===== src/rtl/cps_pkg.sv =====
package cps_pkg;

  localparam int AW = 8;
  localparam int DW = 32;

  localparam logic [AW-1:0] GLOBAL_ADDR = 8'h30;
  localparam logic [AW-1:0] PWR_BASE    = 8'h34;
  localparam int            RST_BASE    = 13;

  localparam int            NUM_STEPS   = 8;
  localparam int            STEP_W      = $clog2(NUM_STEPS);
  localparam logic [STEP_W-1:0] LAST_STEP = STEP_W'(NUM_STEPS - 1);

  typedef enum logic [1:0] {
    ERR_NONE    = 2'd0,
    ERR_BUS     = 2'd1,
    ERR_TIMEOUT = 2'd2,
    ERR_BADCORE = 2'd3
  } cps_err_e;

  typedef enum logic [3:0] {
    S_IDLE,
    S_GRD_I, S_GRD_W,
    S_PRD_I, S_PRD_W,
    S_WR_I,  S_WR_W,
    S_PL_I,  S_PL_W,
    S_FIN
  } cps_state_e;

  // bits a step sets in the running copy
  function automatic logic [DW-1:0] step_set(input logic [STEP_W-1:0] s);
    case (s)
      3'd0:    return 32'h0030_0000;
      3'd1:    return 32'h0003_0000;
      3'd4:    return 32'h0000_0002;
      3'd5:    return 32'h0000_0001;
      default: return '0;
    endcase
  endfunction

  // bits a step clears in the running copy
  function automatic logic [DW-1:0] step_clr(input logic [STEP_W-1:0] s);
    case (s)
      3'd2:    return 32'h0000_8000;
      3'd3:    return 32'h0000_0F00;
      3'd6:    return 32'h0000_0004;
      default: return '0;
    endcase
  endfunction

  // status bits that must all read one before the step completes
  function automatic logic [DW-1:0] step_poll(input logic [STEP_W-1:0] s);
    case (s)
      3'd0:    return 32'h3000_0000;
      3'd1:    return 32'h0300_0000;
      3'd4:    return 32'h0000_0020;
      3'd5:    return 32'h0000_0010;
      default: return '0;
    endcase
  endfunction

  function automatic logic [AW-1:0] pwr_addr(input logic [AW-1:0] core);
    return PWR_BASE + (core << 2);
  endfunction

  function automatic logic [DW-1:0] rst_bit(input logic [AW-1:0] core);
    return DW'(1) << (RST_BASE + int'(core));
  endfunction

endpackage


===== src/rtl/cps_bus_port.sv =====
module cps_bus_port
  import cps_pkg::*;
(
  input  logic          clk,
  input  logic          rst_n,
  input  logic          start,
  input  logic          start_we,
  input  logic [AW-1:0] start_addr,
  input  logic [DW-1:0] start_wdata,
  output logic          bus_req,
  output logic          bus_we,
  output logic [AW-1:0] bus_addr,
  output logic [DW-1:0] bus_wdata,
  input  logic          bus_ack,
  input  logic          bus_err,
  input  logic [DW-1:0] bus_rdata,
  output logic          xfer_done,
  output logic          xfer_err,
  output logic [DW-1:0] xfer_rdata
);

  always_ff @(posedge clk or negedge rst_n) begin
    if (!rst_n) begin
      bus_req   <= 1'b0;
      bus_we    <= 1'b0;
      bus_addr  <= '0;
      bus_wdata <= '0;
    end else if (start) begin
      bus_req   <= 1'b1;
      bus_we    <= start_we;
      bus_addr  <= start_addr;
      bus_wdata <= start_wdata;
    end else if (bus_req && bus_ack) begin
      bus_req   <= 1'b0;
    end
  end

  assign xfer_done  = bus_req && bus_ack;
  assign xfer_err   = bus_err;
  assign xfer_rdata = bus_rdata;

endmodule


===== src/rtl/cps_poll_timer.sv =====
module cps_poll_timer #(
  parameter int CNT_W = 16
) (
  input  logic             clk,
  input  logic             rst_n,
  input  logic             clear,
  input  logic             miss,
  input  logic [CNT_W-1:0] limit,
  output logic             expire
);

  logic [CNT_W-1:0] misses_q;

  // reads made so far in this loop, counting the one being answered
  function automatic logic [CNT_W:0] reads_made(input logic [CNT_W-1:0] m);
    return {1'b0, m} + 1'b1;
  endfunction

  assign expire = reads_made(misses_q) >= {1'b0, limit};

  always_ff @(posedge clk or negedge rst_n) begin
    if (!rst_n)               misses_q <= '0;
    else if (clear)           misses_q <= '0;
    else if (miss && !expire) misses_q <= misses_q + 1'b1;
  end

endmodule


===== src/rtl/cps_seq_fsm.sv =====
module cps_seq_fsm
  import cps_pkg::*;
#(
  parameter int CORE_W    = 2,
  parameter int NUM_CORES = 2
) (
  input  logic              clk,
  input  logic              rst_n,
  input  logic              req_valid,
  input  logic [CORE_W-1:0] req_core,
  output logic              start,
  output logic              start_we,
  output logic [AW-1:0]     start_addr,
  output logic [DW-1:0]     start_wdata,
  input  logic              xfer_done,
  input  logic              xfer_err,
  input  logic [DW-1:0]     xfer_rdata,
  output logic              tmr_clear,
  output logic              tmr_miss,
  input  logic              tmr_expire,
  output logic              busy,
  output logic              done,
  output logic [1:0]        code,
  output logic [CORE_W-1:0] cur_core,
  output logic              ev_reject,
  output logic              ev_already,
  output logic              ev_abort,
  output logic              ev_timeout
);

  localparam logic [CORE_W:0] NC = (CORE_W+1)'(NUM_CORES);

  cps_state_e        state_q;
  logic [CORE_W-1:0] core_q;
  logic [DW-1:0]     gctl_q;
  logic [DW-1:0]     val_q;
  logic [STEP_W-1:0] step_q;
  cps_err_e          code_q;

  logic [AW-1:0] core_ext;
  logic [DW-1:0] poll_mask;
  logic          has_poll;
  logic          last_step;
  logic          hit;
  logic          bad_core;
  logic          on_bit;
  logic [DW-1:0] wr_word;

  assign core_ext  = AW'(core_q);
  assign poll_mask = step_poll(step_q);
  assign has_poll  = |poll_mask;
  assign last_step = step_q == LAST_STEP;
  assign hit       = (xfer_rdata & poll_mask) == poll_mask;
  assign bad_core  = {1'b0, req_core} >= NC;
  assign on_bit    = |(xfer_rdata & rst_bit(core_ext));
  assign wr_word   = last_step ? (gctl_q | rst_bit(core_ext))
                               : ((val_q | step_set(step_q)) & ~step_clr(step_q));

  // register-port drive
  always_comb begin
    start       = 1'b0;
    start_we    = 1'b0;
    start_addr  = pwr_addr(core_ext);
    start_wdata = '0;
    case (state_q)
      S_GRD_I: begin
        start      = 1'b1;
        start_addr = GLOBAL_ADDR;
      end
      S_PRD_I, S_PL_I: start = 1'b1;
      S_WR_I: begin
        start       = 1'b1;
        start_we    = 1'b1;
        start_addr  = last_step ? GLOBAL_ADDR : pwr_addr(core_ext);
        start_wdata = wr_word;
      end
      default: ;
    endcase
  end

  // named events
  assign ev_reject  = (state_q == S_IDLE) && req_valid && bad_core;
  assign ev_already = (state_q == S_GRD_W) && xfer_done && !xfer_err && on_bit;
  assign ev_abort   = xfer_done && xfer_err;
  assign ev_timeout = (state_q == S_PL_W) && xfer_done && !xfer_err && !hit && tmr_expire;
  assign tmr_clear  = (state_q == S_WR_W) && xfer_done;
  assign tmr_miss   = (state_q == S_PL_W) && xfer_done && !xfer_err && !hit;

  assign busy     = state_q != S_IDLE;
  assign done     = state_q == S_FIN;
  assign code     = code_q;
  assign cur_core = core_q;

  always_ff @(posedge clk or negedge rst_n) begin
    if (!rst_n) begin
      state_q <= S_IDLE;
      core_q  <= '0;
      gctl_q  <= '0;
      val_q   <= '0;
      step_q  <= '0;
      code_q  <= ERR_NONE;
    end else begin
      case (state_q)
        S_IDLE: if (req_valid) begin
          core_q <= req_core;
          if (bad_core) begin
            code_q  <= ERR_BADCORE;
            state_q <= S_FIN;
          end else begin
            state_q <= S_GRD_I;
          end
        end
        S_GRD_I: state_q <= S_GRD_W;
        S_GRD_W: if (xfer_done) begin
          if (xfer_err) begin
            code_q  <= ERR_BUS;
            state_q <= S_FIN;
          end else if (on_bit) begin
            code_q  <= ERR_NONE;
            state_q <= S_FIN;
          end else begin
            gctl_q  <= xfer_rdata;
            state_q <= S_PRD_I;
          end
        end
        S_PRD_I: state_q <= S_PRD_W;
        S_PRD_W: if (xfer_done) begin
          if (xfer_err) begin
            code_q  <= ERR_BUS;
            state_q <= S_FIN;
          end else begin
            val_q   <= xfer_rdata;
            step_q  <= '0;
            state_q <= S_WR_I;
          end
        end
        S_WR_I: begin
          if (!last_step) val_q <= wr_word;
          state_q <= S_WR_W;
        end
        S_WR_W: if (xfer_done) begin
          if (xfer_err) begin
            code_q  <= ERR_BUS;
            state_q <= S_FIN;
          end else if (has_poll) begin
            state_q <= S_PL_I;
          end else if (last_step) begin
            code_q  <= ERR_NONE;
            state_q <= S_FIN;
          end else begin
            step_q  <= step_q + 1'b1;
            state_q <= S_WR_I;
          end
        end
        S_PL_I: state_q <= S_PL_W;
        S_PL_W: if (xfer_done) begin
          if (xfer_err) begin
            code_q  <= ERR_BUS;
            state_q <= S_FIN;
          end else begin
            val_q <= xfer_rdata;
            if (hit) begin
              step_q  <= step_q + 1'b1;
              state_q <= S_WR_I;
            end else if (tmr_expire) begin
              code_q  <= ERR_TIMEOUT;
              state_q <= S_FIN;
            end else begin
              state_q <= S_PL_I;
            end
          end
        end
        S_FIN:   state_q <= S_IDLE;
        default: state_q <= S_IDLE;
      endcase
    end
  end

endmodule


===== src/rtl/core_pwrup_seq.sv =====
module core_pwrup_seq
  import cps_pkg::*;
#(
  parameter int CORE_W    = 2,
  parameter int NUM_CORES = 2,
  parameter int CNT_W     = 16
) (
  input  logic              clk,
  input  logic              rst_n,
  input  logic              req_valid,
  input  logic [CORE_W-1:0] req_core,
  input  logic [CNT_W-1:0]  timeout_limit,
  output logic              busy,
  output logic              done,
  output logic              err,
  output logic [1:0]        err_code,
  output logic              bus_req,
  output logic              bus_we,
  output logic [7:0]        bus_addr,
  output logic [31:0]       bus_wdata,
  input  logic              bus_ack,
  input  logic              bus_err,
  input  logic [31:0]       bus_rdata
);

  logic              start, start_we;
  logic [AW-1:0]     start_addr;
  logic [DW-1:0]     start_wdata;
  logic              xfer_done, xfer_err;
  logic [DW-1:0]     xfer_rdata;
  logic              tmr_clear, tmr_miss, tmr_expire;
  logic [CORE_W-1:0] cur_core;
  logic              ev_reject, ev_already, ev_abort, ev_timeout;

  cps_seq_fsm #(.CORE_W(CORE_W), .NUM_CORES(NUM_CORES)) u_fsm (
    .clk(clk), .rst_n(rst_n),
    .req_valid(req_valid), .req_core(req_core),
    .start(start), .start_we(start_we), .start_addr(start_addr), .start_wdata(start_wdata),
    .xfer_done(xfer_done), .xfer_err(xfer_err), .xfer_rdata(xfer_rdata),
    .tmr_clear(tmr_clear), .tmr_miss(tmr_miss), .tmr_expire(tmr_expire),
    .busy(busy), .done(done), .code(err_code), .cur_core(cur_core),
    .ev_reject(ev_reject), .ev_already(ev_already), .ev_abort(ev_abort), .ev_timeout(ev_timeout)
  );

  cps_bus_port u_port (
    .clk(clk), .rst_n(rst_n),
    .start(start), .start_we(start_we), .start_addr(start_addr), .start_wdata(start_wdata),
    .bus_req(bus_req), .bus_we(bus_we), .bus_addr(bus_addr), .bus_wdata(bus_wdata),
    .bus_ack(bus_ack), .bus_err(bus_err), .bus_rdata(bus_rdata),
    .xfer_done(xfer_done), .xfer_err(xfer_err), .xfer_rdata(xfer_rdata)
  );

  cps_poll_timer #(.CNT_W(CNT_W)) u_timer (
    .clk(clk), .rst_n(rst_n),
    .clear(tmr_clear), .miss(tmr_miss), .limit(timeout_limit),
    .expire(tmr_expire)
  );

  assign err = done && (err_code != ERR_NONE);

endmodule


===== config.mk =====
export PLATFORM = sky130hd
export DESIGN_NAME = core_pwrup_seq
export DESIGN_NICKNAME = d
export VERILOG_FILES = /design/src/rtl/cps_pkg.sv /design/src/rtl/cps_bus_port.sv /design/src/rtl/cps_poll_timer.sv /design/src/rtl/cps_seq_fsm.sv /design/src/rtl/core_pwrup_seq.sv
export SDC_FILE = /design/constraint.sdc
export NUM_CORES = 1
export LEC_CHECK = 0
export BUFFER_PORTS_ARGS = -buffer_cell sky130_fd_sc_hd__buf_2
export CAP_MARGIN = 20
export CORE_ASPECT_RATIO = 0.9
export CORE_MARGIN = 1
export CORE_UTILIZATION = 55
export CTS_BUF_LIST = sky130_fd_sc_hd__clkbuf_8
export DETAILED_ROUTE_END_ITERATION = 7
export HOLD_SLACK_MARGIN = 0.03
export PLACE_DENSITY = 0.88
export SYNTH_ARGS = -nofsm -noshare
export SYNTH_HDL_FRONTEND = slang
export SYNTH_SLANG_ARGS = --single-unit

===== constraint.sdc =====
create_clock -name clk -period 8.46 [get_ports clk]
set_input_delay 1.692 -clock clk [delete_from_list [all_inputs] [get_ports clk]]
set_output_delay 1.692 -clock clk [all_outputs]
set_load 0.01 [all_outputs]

==> results.yml <==
placement:
  place_area_um2: 7480
  placed_cells: 917
  place_congestion: 0.9353
  io_buffers: 98
  hpwl_um: 11340
routing:
  routed_via_density: 5.855
  first_pass_iters: 5
  post_drt_wl_per_cell_um: 17.57
  totalWireLength_um: 16690
  vias: 5562
  drt_iter0_drc: 601
  postRouteAntennaNets: 0
  drc: 0
setup_path:
  slowest_delay_ns: 0.51
  cp_num_buf_inv: 0
  crit_fanout: 9
  worst_setup_path_end_kind: "register"
  regToRegSetupSlack_ns: 4.29
  regToRegStartpoint: "u_timer.misses_q[0]"
  crit_type: "register to register"
  rr_endpoint: "u_timer.misses_q[15]"
  start_kind: "register"
  arrival_ns: 4.51
  critPathRequiredTime_ns: 8.80
  path_delay_family: "simple AND/OR/NAND/NOR gates"
  reg2regPathDepth: 13
  slowest_stage: "nor4_4"
  worstPathCellList: "ha_1, and4_1, and4_1, nand2_1, nor2_1, xor2_1, ha_1, a21o_1, a21oi_1, o41ai_2, nor4_4, nand2_2, mux2_1"
clock_tree:
  cts_tree: "done"
  clkSlewWorstSetupHoldPaths_ns: 0.09
  clock_latency_ns: 0.46
  hold_buffers: 0
  cts_resized: 0
  clock-sinks: 129
  cts_made_buffers: 17
  cts-htree-levels: 4
  cts-root-buf: "clkbuf_8"
  cts.path.max_buffers: 2
  cts_setup_buffers: 0
timing:
  setup_violations: 0
  fmax_mhz: 239.9
  setup-tns-final_ns: 0
  rsz0062_at_grt: "no"
  finClkSkew_ns: 0.02347
  hold_viol: 0
  slew_viol_final: 0
  slew_headroom_pct: 27.87
  fin_hold_ws_ns: 0.4788
  period_share_pct: 49.28
  period_needed_ns: 4.169
  tightest_slew_ns: 1.082
min_path:
  hold_depth: 2
  worstHoldEndpoint: "u_fsm.gctl_q[14]"
  min_from: "u_fsm.gctl_q[14]"
  hp-class: "register to register"
cells_and_area:
  final_cell_area_um2: 7885
  diodes: 0
  synthToLayoutAreaGrowth_pct: 12.78
  nFillCells: 930
  drive_gt1_share_pct: 24.30
  nets: 863
  final_cells: 950
global_route:
  overflow: 0
  track_usage_pct: 26.41
  antenna_found_initial: 0
  grt_max_degree: 80
  grt_pass1_wl_um: 26790
  first_global_vias: 5436
floorplan:
  dieArea_um2: 13170
  rows: 38
  die_height_um: 109.0
  initial_core_util_pct: 57.22
  ios: 102
  die_x_um: 120.8
  core_area_um2: 12220
yosys:
  synthXorXnorAreaFrac_pct: 2.004
  yosysUniqueCellTypes: 65
  avgSynthCellArea_um2: 10.03
  synth-seq-cells: 129
  synth_top_family_by_area: "compound AO/OA/AOI/OAI gates"
  ys_async_sr_fraction_pct: 100.0
  synth_adder_area_share_pct: 5.548
  synthSimpleGateAreaFrac_pct: 12.99
  seq_area_frac_synth_pct: 46.17
  ys_warn_count: 0
  syn_area_um2: 6992
  synth_cells: 697
  synth-main-ff-cell: "dfrtp_1"
  synth-edff-count: 0
  synth_compound_area_share_pct: 14.67
  synthMuxAreaShare_pct: 12.80
power:
  p_total_mw: 2.546
  p_per_area_nw_per_um2: 322.9
  p_leak_nw: 3.907
  ir_worst_vdd_uv: 158.9
run_status:
  outcome: "completed"
job:
  cap_violations: 0
-- cells in the final DEF, fill, tap and decap left out, types with 11 or more instances in the layout --
cell type | synthesis | layout
mux2_2 | 34 | 34
nand3_1 | 17 | 17
inv_1 | 44 | 45
nor3_1 | 11 | 11
o21ai_0 | 63 | 63
a21oi_1 | 46 | 46
buf_2 | 10 | 97
dfrtp_1 | 129 | 129
clkbuf_8 | 0 | 17
xnor2_1 | 11 | 11
mux2i_1 | 26 | 26
ha_1 | 31 | 30
nor2_1 | 37 | 37
nand2_1 | 71 | 71
-- tightest hold or removal path, stage by stage, from the launching register on --
cell	delay, ns
dfrtp_1	0.34
nand2_1	0.04
o21ai_0	0.06
-- stage by stage --
stage | worst slack (ns) | utilization (%)
finish | 4.291 | 64.53
global placement | 4.389 | 61.21
global route | 4.130 | 64.53
floorplan | 4.925 | -
CTS | 4.443 | 64.44
detailed placement | 4.233 | 61.21
-- area by class of cell --
class / count / area (um2) / area share [%]
inverter: 44 / 165.2 / 2.095
clock buffer: 17 / 234.0 / 2.967
multi-input combinational: 483 / 3371 / 42.75
tap: 160 / 200.2 / 2.539
timing repair buffer: 102 / 526.8 / 6.680
sequential: 129 / 3228 / 40.94
clock inverter: 15 / 160.2 / 2.031
-- kinds of logic after synthesis --
logic type,after synthesis
and+or+nand+nor,187
AOI/OAI and AO/OA,167
DFF,129
buffers and inverters,87
muxes,79
adders and majority gates,31
xor gates and xnor gates,16
other,1
-- synthesized netlist by cell type (all sizes together) (2+ instances only) --
master  count  area share, %
a21o        3           0.32
nor4        2           0.39
or3         5           0.45
a31oi       5           0.45
a21boi      4           0.43
and2        7           0.63
a21oi      47            3.4
o22ai       2           0.18
nor2       39            2.2
nand2b      4           0.36
xor2        5           0.63
mux2       53            9.1
nand2      73            4.0
a22oi       5           0.54
nand3b      3           0.32
o211ai      5           0.61
nand3      17            1.2
and4        3           0.38
o21ai      69            5.0
o22a        2           0.25
dfrtp     129             46
inv        44            2.4
a22o        6           0.75
buf        23            2.3
nor3b       2           0.29
nor3       11           0.79
xnor2      11            1.4
nand4       7           0.63
and3        6           0.54
mux2i      26            3.7
clkbuf     20            1.1
a211oi      4           0.43
ha         31            5.5
nor2b       5           0.45
a32oi       2           0.25
-- sequential cells by signal (all words and copies together) (netlist names) --
name,count
u_port.bus_req,1
u_fsm.val_q,32
u_fsm.step_q,3
u_port.bus_wdata,32
u_timer.misses_q,16
u_port.bus_we,1
u_fsm.cur_core,2
u_fsm.code,2
u_fsm.gctl_q,32
u_port.bus_addr,4
u_fsm.state_q,4
-- worst max path at each step --
stage	from	to	slack, ns	cells past startpoint
global route	u_timer.misses_q[0]	u_timer.misses_q[15]	4.13	13
detailed placement	bus_ack	u_fsm.val_q[2]	4.23	6
CTS	u_timer.misses_q[0]	u_timer.misses_q[15]	4.44	13
floorplan	timeout_limit[3]	u_timer.misses_q[14]	4.93	9
global placement	bus_ack	u_fsm.val_q[2]	4.39	6
finish	u_timer.misses_q[0]	u_timer.misses_q[15]	4.29	13
-- per-layer routing --
layer,track usage [%],vias up,part of all wire [%]
li1,-,2595,-
met1,34.40,2656,44
met2,42.78,266,48
met3,6.695,45,6.7
met4,9.612,0,2.1
met5,0,-,0
-- power by group --
group / internal [mW] / leakage (nW) / total [mW] / switching [mW]
logic: 0.431 / 2.03 / 0.989 / 0.559
clock network: 0.265 / 0.196 / 0.534 / 0.269
registers: 0.838 / 1.68 / 1.02 / 0.185
No activity file was read; power rests on OpenSTA's default activity.
